## src/rtl/gpm_pkg.sv

```systemverilog
package gpm_pkg;
    localparam int unsigned ADDR_W = 5;
    localparam int unsigned DATA_W = 32;
    localparam int unsigned PINS   = 32;
    localparam int unsigned HALF   = PINS / 2;
    localparam int unsigned NHALF  = PINS / HALF;

    typedef enum logic [ADDR_W-1:0] {
        A_DIR_ON  = 5'h00,
        A_DIR_OFF = 5'h04,
        A_OUT_LO  = 5'h08,
        A_OUT_HI  = 5'h0C,
        A_PIN_IN  = 5'h10
    } gpm_addr_e;

    typedef struct packed {
        logic [HALF-1:0] mask;
        logic [HALF-1:0] value;
    } half_wr_t;

    function automatic logic [HALF-1:0] merge_masked(
        input logic [HALF-1:0] old_q,
        input half_wr_t        wr
    );
        return (old_q & ~wr.mask) | (wr.value & wr.mask);
    endfunction
endpackage

```

## src/rtl/gpm_dir_reg.sv

```systemverilog
module gpm_dir_reg
    import gpm_pkg::*;
(
    input  logic            clk,
    input  logic            rst,
    input  logic            on_stb,
    input  logic            off_stb,
    input  logic [PINS-1:0] bits,
    output logic [PINS-1:0] dir
);
    always_ff @(posedge clk) begin
        if (rst)          dir <= '0;
        else if (on_stb)  dir <= dir | bits;
        else if (off_stb) dir <= dir & ~bits;
    end

    AST_DIR_ON: assert property (@(posedge clk) disable iff (rst)
        on_stb |=> ((dir & $past(bits)) == $past(bits))
                && ((($past(dir) ^ dir) & ~$past(bits)) == '0));
    AST_DIR_OFF: assert property (@(posedge clk) disable iff (rst)
        (off_stb && !on_stb) |=> ((dir & $past(bits)) == '0)
                && ((($past(dir) ^ dir) & ~$past(bits)) == '0));
    AST_DIR_HOLD: assert property (@(posedge clk) disable iff (rst)
        !(on_stb || off_stb) |=> $stable(dir));
endmodule

```

## src/rtl/gpm_out_half.sv

```systemverilog
module gpm_out_half
    import gpm_pkg::*;
(
    input  logic            clk,
    input  logic            rst,
    input  logic            wr_stb,
    input  half_wr_t        wr,
    output logic [HALF-1:0] q
);
    always_ff @(posedge clk) begin
        if (rst)         q <= '0;
        else if (wr_stb) q <= merge_masked(q, wr);
    end

    AST_HALF_IDLE: assert property (@(posedge clk) disable iff (rst)
        !wr_stb |=> $stable(q));
    AST_HALF_MASKED: assert property (@(posedge clk) disable iff (rst)
        wr_stb |=> (((q ^ $past(q)) & ~$past(wr.mask)) == '0)
               && (((q ^ $past(wr.value)) & $past(wr.mask)) == '0));
endmodule

```

## src/rtl/gpm_in_sync.sv

```systemverilog
module gpm_in_sync
    import gpm_pkg::*;
#(
    parameter int unsigned STAGES = 2
) (
    input  logic            clk,
    input  logic            rst,
    input  logic [PINS-1:0] raw,
    output logic [PINS-1:0] synced
);
    logic [PINS-1:0] st [STAGES];

    always_ff @(posedge clk) begin
        if (rst) st[0] <= '0;
        else     st[0] <= raw;
    end

    for (genvar s = 1; s < STAGES; s++) begin : g_stage
        always_ff @(posedge clk) begin
            if (rst) st[s] <= '0;
            else     st[s] <= st[s-1];
        end
    end

    assign synced = st[STAGES-1];

    AST_SYNC_FIRST: assert property (@(posedge clk) disable iff (rst)
        $past(!rst) |-> st[0] == $past(raw));
endmodule

```

## src/rtl/gpm_port.sv

```systemverilog
module gpm_port
    import gpm_pkg::*;
(
    input  logic              clk,
    input  logic              rst,
    input  logic              reg_wr,
    input  logic [ADDR_W-1:0] reg_addr,
    input  logic [DATA_W-1:0] reg_wdata,
    output logic [DATA_W-1:0] reg_rdata,
    input  logic [PINS-1:0]   pad_in,
    output logic [PINS-1:0]   pad_oe,
    output logic [PINS-1:0]   pad_out
);
    logic [PINS-1:0] dir_q;
    logic [PINS-1:0] in_sync;
    logic [HALF-1:0] half_q [NHALF];
    half_wr_t        half_wr;

    assign half_wr = half_wr_t'(reg_wdata);

    gpm_dir_reg u_dir (
        .clk     (clk),
        .rst     (rst),
        .on_stb  (reg_wr && reg_addr == A_DIR_ON),
        .off_stb (reg_wr && reg_addr == A_DIR_OFF),
        .bits    (reg_wdata),
        .dir     (dir_q)
    );

    for (genvar h = 0; h < NHALF; h++) begin : g_half
        localparam logic [ADDR_W-1:0] HADDR = ADDR_W'(A_OUT_LO + 4 * h);
        gpm_out_half u_half (
            .clk    (clk),
            .rst    (rst),
            .wr_stb (reg_wr && reg_addr == HADDR),
            .wr     (half_wr),
            .q      (half_q[h])
        );
        assign pad_out[h*HALF +: HALF] = half_q[h];
    end

    gpm_in_sync #(.STAGES(2)) u_sync (
        .clk    (clk),
        .rst    (rst),
        .raw    (pad_in),
        .synced (in_sync)
    );

    assign pad_oe = dir_q;

    always_comb begin
        reg_rdata = '0;
        case (reg_addr)
            A_DIR_OFF: reg_rdata = dir_q;
            A_OUT_LO:  reg_rdata = {{(DATA_W-HALF){1'b0}}, half_q[0]};
            A_OUT_HI:  reg_rdata = {{(DATA_W-HALF){1'b0}}, half_q[1]};
            A_PIN_IN:  reg_rdata = in_sync;
            default:   reg_rdata = '0;
        endcase
    end

    AST_OUT_UPPER_ZERO: assert property (@(posedge clk) disable iff (rst)
        (reg_addr == A_OUT_LO || reg_addr == A_OUT_HI)
            |-> reg_rdata[DATA_W-1:HALF] == '0);
    AST_RESET_STATE: assert property (@(posedge clk)
        $past(rst) |-> (pad_oe == '0 && pad_out == '0));
    AST_OUT_NO_STRAY: assert property (@(posedge clk) disable iff (rst)
        (!reg_wr || !(reg_addr == A_OUT_LO || reg_addr == A_OUT_HI))
            |=> $stable(pad_out));
endmodule

```

## config.mk

```make
export PLATFORM = sky130hd
export DESIGN_NAME = gpm_port
export DESIGN_NICKNAME = d
export VERILOG_FILES = /design/src/rtl/gpm_pkg.sv /design/src/rtl/gpm_dir_reg.sv /design/src/rtl/gpm_out_half.sv /design/src/rtl/gpm_in_sync.sv /design/src/rtl/gpm_port.sv
export SDC_FILE = /design/constraint.sdc
export NUM_CORES = 1
export LEC_CHECK = 0
export BUFFER_PORTS_ARGS = -buffer_cell sky130_fd_sc_hd__buf_2
export CAP_MARGIN = 10
export CORE_MARGIN = 2
export CORE_UTILIZATION = 35
export CTS_BUF_LIST = sky130_fd_sc_hd__clkbuf_16
export DETAILED_ROUTE_END_ITERATION = 12
export PLACE_DENSITY = 0.67
export SLEW_MARGIN = 20
export SYNTH_ARGS = -nofsm -noshare
export SYNTH_HDL_FRONTEND = slang
export SYNTH_SLANG_ARGS = --single-unit
```

## constraint.sdc

```tcl
create_clock -name clk -period 2.9 [get_ports clk]
set_input_delay 0.87 -clock clk [delete_from_list [all_inputs] [get_ports clk]]
set_output_delay 0.87 -clock clk [all_outputs]
set_load 0.05 [all_outputs]
```

==> run metrics <==
CTS tree done; H-tree Lvls 4; Worst EP required 2.03 ns; most common cell in the netlist dfxtp_1; fin worst setup slack -0.1729 ns; Ys Warns 0; CTS buffer count 17; Slew @ Worst Pin 0.5804 ns; share of the synthesized area in the top cell type 0.4859; worst-case vdd ir drop roughly 0.41 mV; DR DRC count 0; Hold Path Origin u_sync.st[0][29]; Layout Utilization 0.5080; Antenna Cells 0; Post-synth top cells dfxtp_1 (128), nor2b_1 (64), mux2i_1 (46), nand2b_1 (45), clkbuf_1 (32); GR Util met1 0.2218; status finished, violations left; Top FF cell, synth dfxtp_1; post-route ant nets 0; Synth cell types 33; All-Layer GR Usage 0.1917; Seq. cell area 2562 sq um; slowest stage cell on the critical path or3_4; Buf+Inv Stages, Crit Path 4; worst reg2reg setup slack between 2 and 2.5 ns; vias in the first global route 4787; area of the multi-input gates about 2600 sq um; Tcrit/Tclk final 1.060; CP Class input port to output port; Die Height between 100 and 150 microns; critical path data arrival time between 2 and 2.5 ns; crit path launch type input port; minimum clock period 3.073 ns; Worst R2R Path Depth 2; P_leak between 0.003 and 0.004 uW; register bit total from synthesis 128; Max FO, Critical Path 7; Hold Path Class register to register; worst stage delay on the critical path a little under 0.4 ns; Die ar. roughly 16000 sq um; RSZ-0062 raised after global routing true; Die Width 126.8 microns; # nets final 765; CP Cell Sequence buf_6 > or3_4 > nor3b_4 > buf_6 > buf_8 > a221o_2 > buf_12; PortBufs around 170; Post-synth EDFFs 0; post-synthesis async set-or-reset flop share 0; largest delay contributor family on the critical path simple AND/OR/NAND/NOR gates; DR pass1 iterations 4; routed len/inst about 17 microns; Cell Area, Synth 5274 sq um; worst-skew pair later-pin latency approximately 0.41 ns; Starting Density 0.3601; Vias/cell 5.224; # rows 44; CP endpoint kind output port; Detailed Route WL 15.20 mm; DRT iter0 DRCs between 150 and 200; Synth Instances between 500 and 600; first-pass GRT wire length between 20 and 25 mm; violated checks setup timing; setup TNS -3.567 ns; GP Congestion roughly 0.79; root buffer cell clkbuf_16; largest net degree at the start of global routing 67; initial antenna violation count 0; GR Util met3 0.04850; final std cells w/o fill about 900; share of cells above drive strength 1 0.3952; cell mode on critical path buf_6; total grt overflow 0; Hold WS around 0.44 ns; power per cell area ~560 nW/um^2; total number of vias approximately 4600; post-synthesis sequential area ratio 0.4859; Worst Hold Depth 1; hold buffers post-CTS 0; Reg clk slew, reported paths roughly 0.05 ns; grt peak-use layer met2; Post-Syn Nets around 600; area leader, netlist dfxtp_1; Max Cap Viol 0; Final HPWL DP 11.10 mm; final hold vios 0; Fillers ~1400; synthesis-to-finish area growth 41.07%; Placed Cells between 800 and 900; Synth area leaders dfxtp_1 (49%), mux2i_1 (8.7%), nor2b_1 (7.6%); io pins approximately 170; Synth Area per Inst 10.05 sq um; core area 14640 sq um; Worst Hold End u_sync.st[1][29]; Final Setup Violations 32; worst clock skew around 0.0058 ns; CTS Sinks 128; clock tree buffer depth 2; Final Max Tran Viols 0; Max Fclk 325.4 MHz; relative slew slack 0.6131; met2 Resource Use GR 0.3294
[cell type report]
cell class                 instances  area share
clock inverter                    15     0.01749
sequential                       128      0.3444
tap                              184     0.03095
timing repair buffer             202      0.2000
multi-input combinational        344      0.3500
clock buffer                      17     0.05718
[report_power, final]
part	switching, uW	internal (uW)	leakage, uW
logic	194	136	0.00185
registers	18.2	1810	0.00105
clock network	741	1240	0.000277
[cell families (layout without fill, tap and decap cells)]
kind of cell           after synthesis  count (layout)  synth area share
flip-flops                         128             128            0.4859
AND/OR/NAND/NOR                    198             198            0.2318
multiplexers                        46              46           0.08731
AO/OA/AOI/OAI                      100             100            0.1490
buffers and inverters               53             234           0.04603
[what timing repair did]
action / CTS / global route
setup buffers: 3 / 0
gates cloned: 1 / 0
endpoints found under the hold margin: 0 / 0
pin swaps: 3 / 5
setup endpoints to repair: 32 / 32
resized for setup: 85 / 11
[routing by layer]
metal,up-vias,routed length (microns)
met3,33,928
li1,2245,-
met2,172,7467
met1,2199,6293
met4,0,512
met5,-,0
[per-stage QoR]
step | power [uW] | setup slack, ns | instance area (sq um)
after floorplan | 2045 | -0.1058 | 5341
after global placement | 2180 | -0.2797 | 6515
after detailed placement | 2186 | -0.3210 | 6515
after CTS | 4190 | -0.1737 | 7407
after global routing | 4304 | -0.2286 | 7440
final | 4139 | -0.1729 | 7440
[how the worst max path moves through the flow]
| stage | depth (start not counted) | to | start | slack [ns] |
|---|---|---|---|---|
| 2_1_floorplan | 5 | reg_rdata[0] | reg_addr[4] | -0.11 |
| 3_3_place_gp | 6 | reg_rdata[13] | reg_addr[4] | -0.28 |
| 3_5_place_dp | 6 | reg_rdata[2] | reg_addr[4] | -0.32 |
| 4_1_cts | 7 | reg_rdata[15] | reg_addr[1] | -0.17 |
| 5_1_grt | 7 | reg_rdata[15] | reg_addr[1] | -0.23 |
| 6_report | 7 | reg_rdata[15] | reg_addr[1] | -0.17 |
[layout by cell type (no fill, tap or decap), types with 2 or more instances in the layout]
cell and instances:
buf_8 16, a21oi_1 3, clkinv_2 4, and2_1 2
a221o_2 16, buf_12 8, nand2b_1 45, clkinvlp_4 3
buf_6 21, inv_1 3, buf_2 131, nor3_1 17
nor2b_1 64, bufinv_16 2, a31oi_1 31, clkinv_1 2
nand4_1 16, nor3_2 13, buf_4 26, dfxtp_1 128
nor2_1 16, mux2i_1 46, clkbuf_16 17, a22o_2 6
a311oi_1 17, a22o_4 10, a211oi_1 15, nand2_1 15
nand3_1 2
No activity file was read; power rests on OpenSTA's default activity.
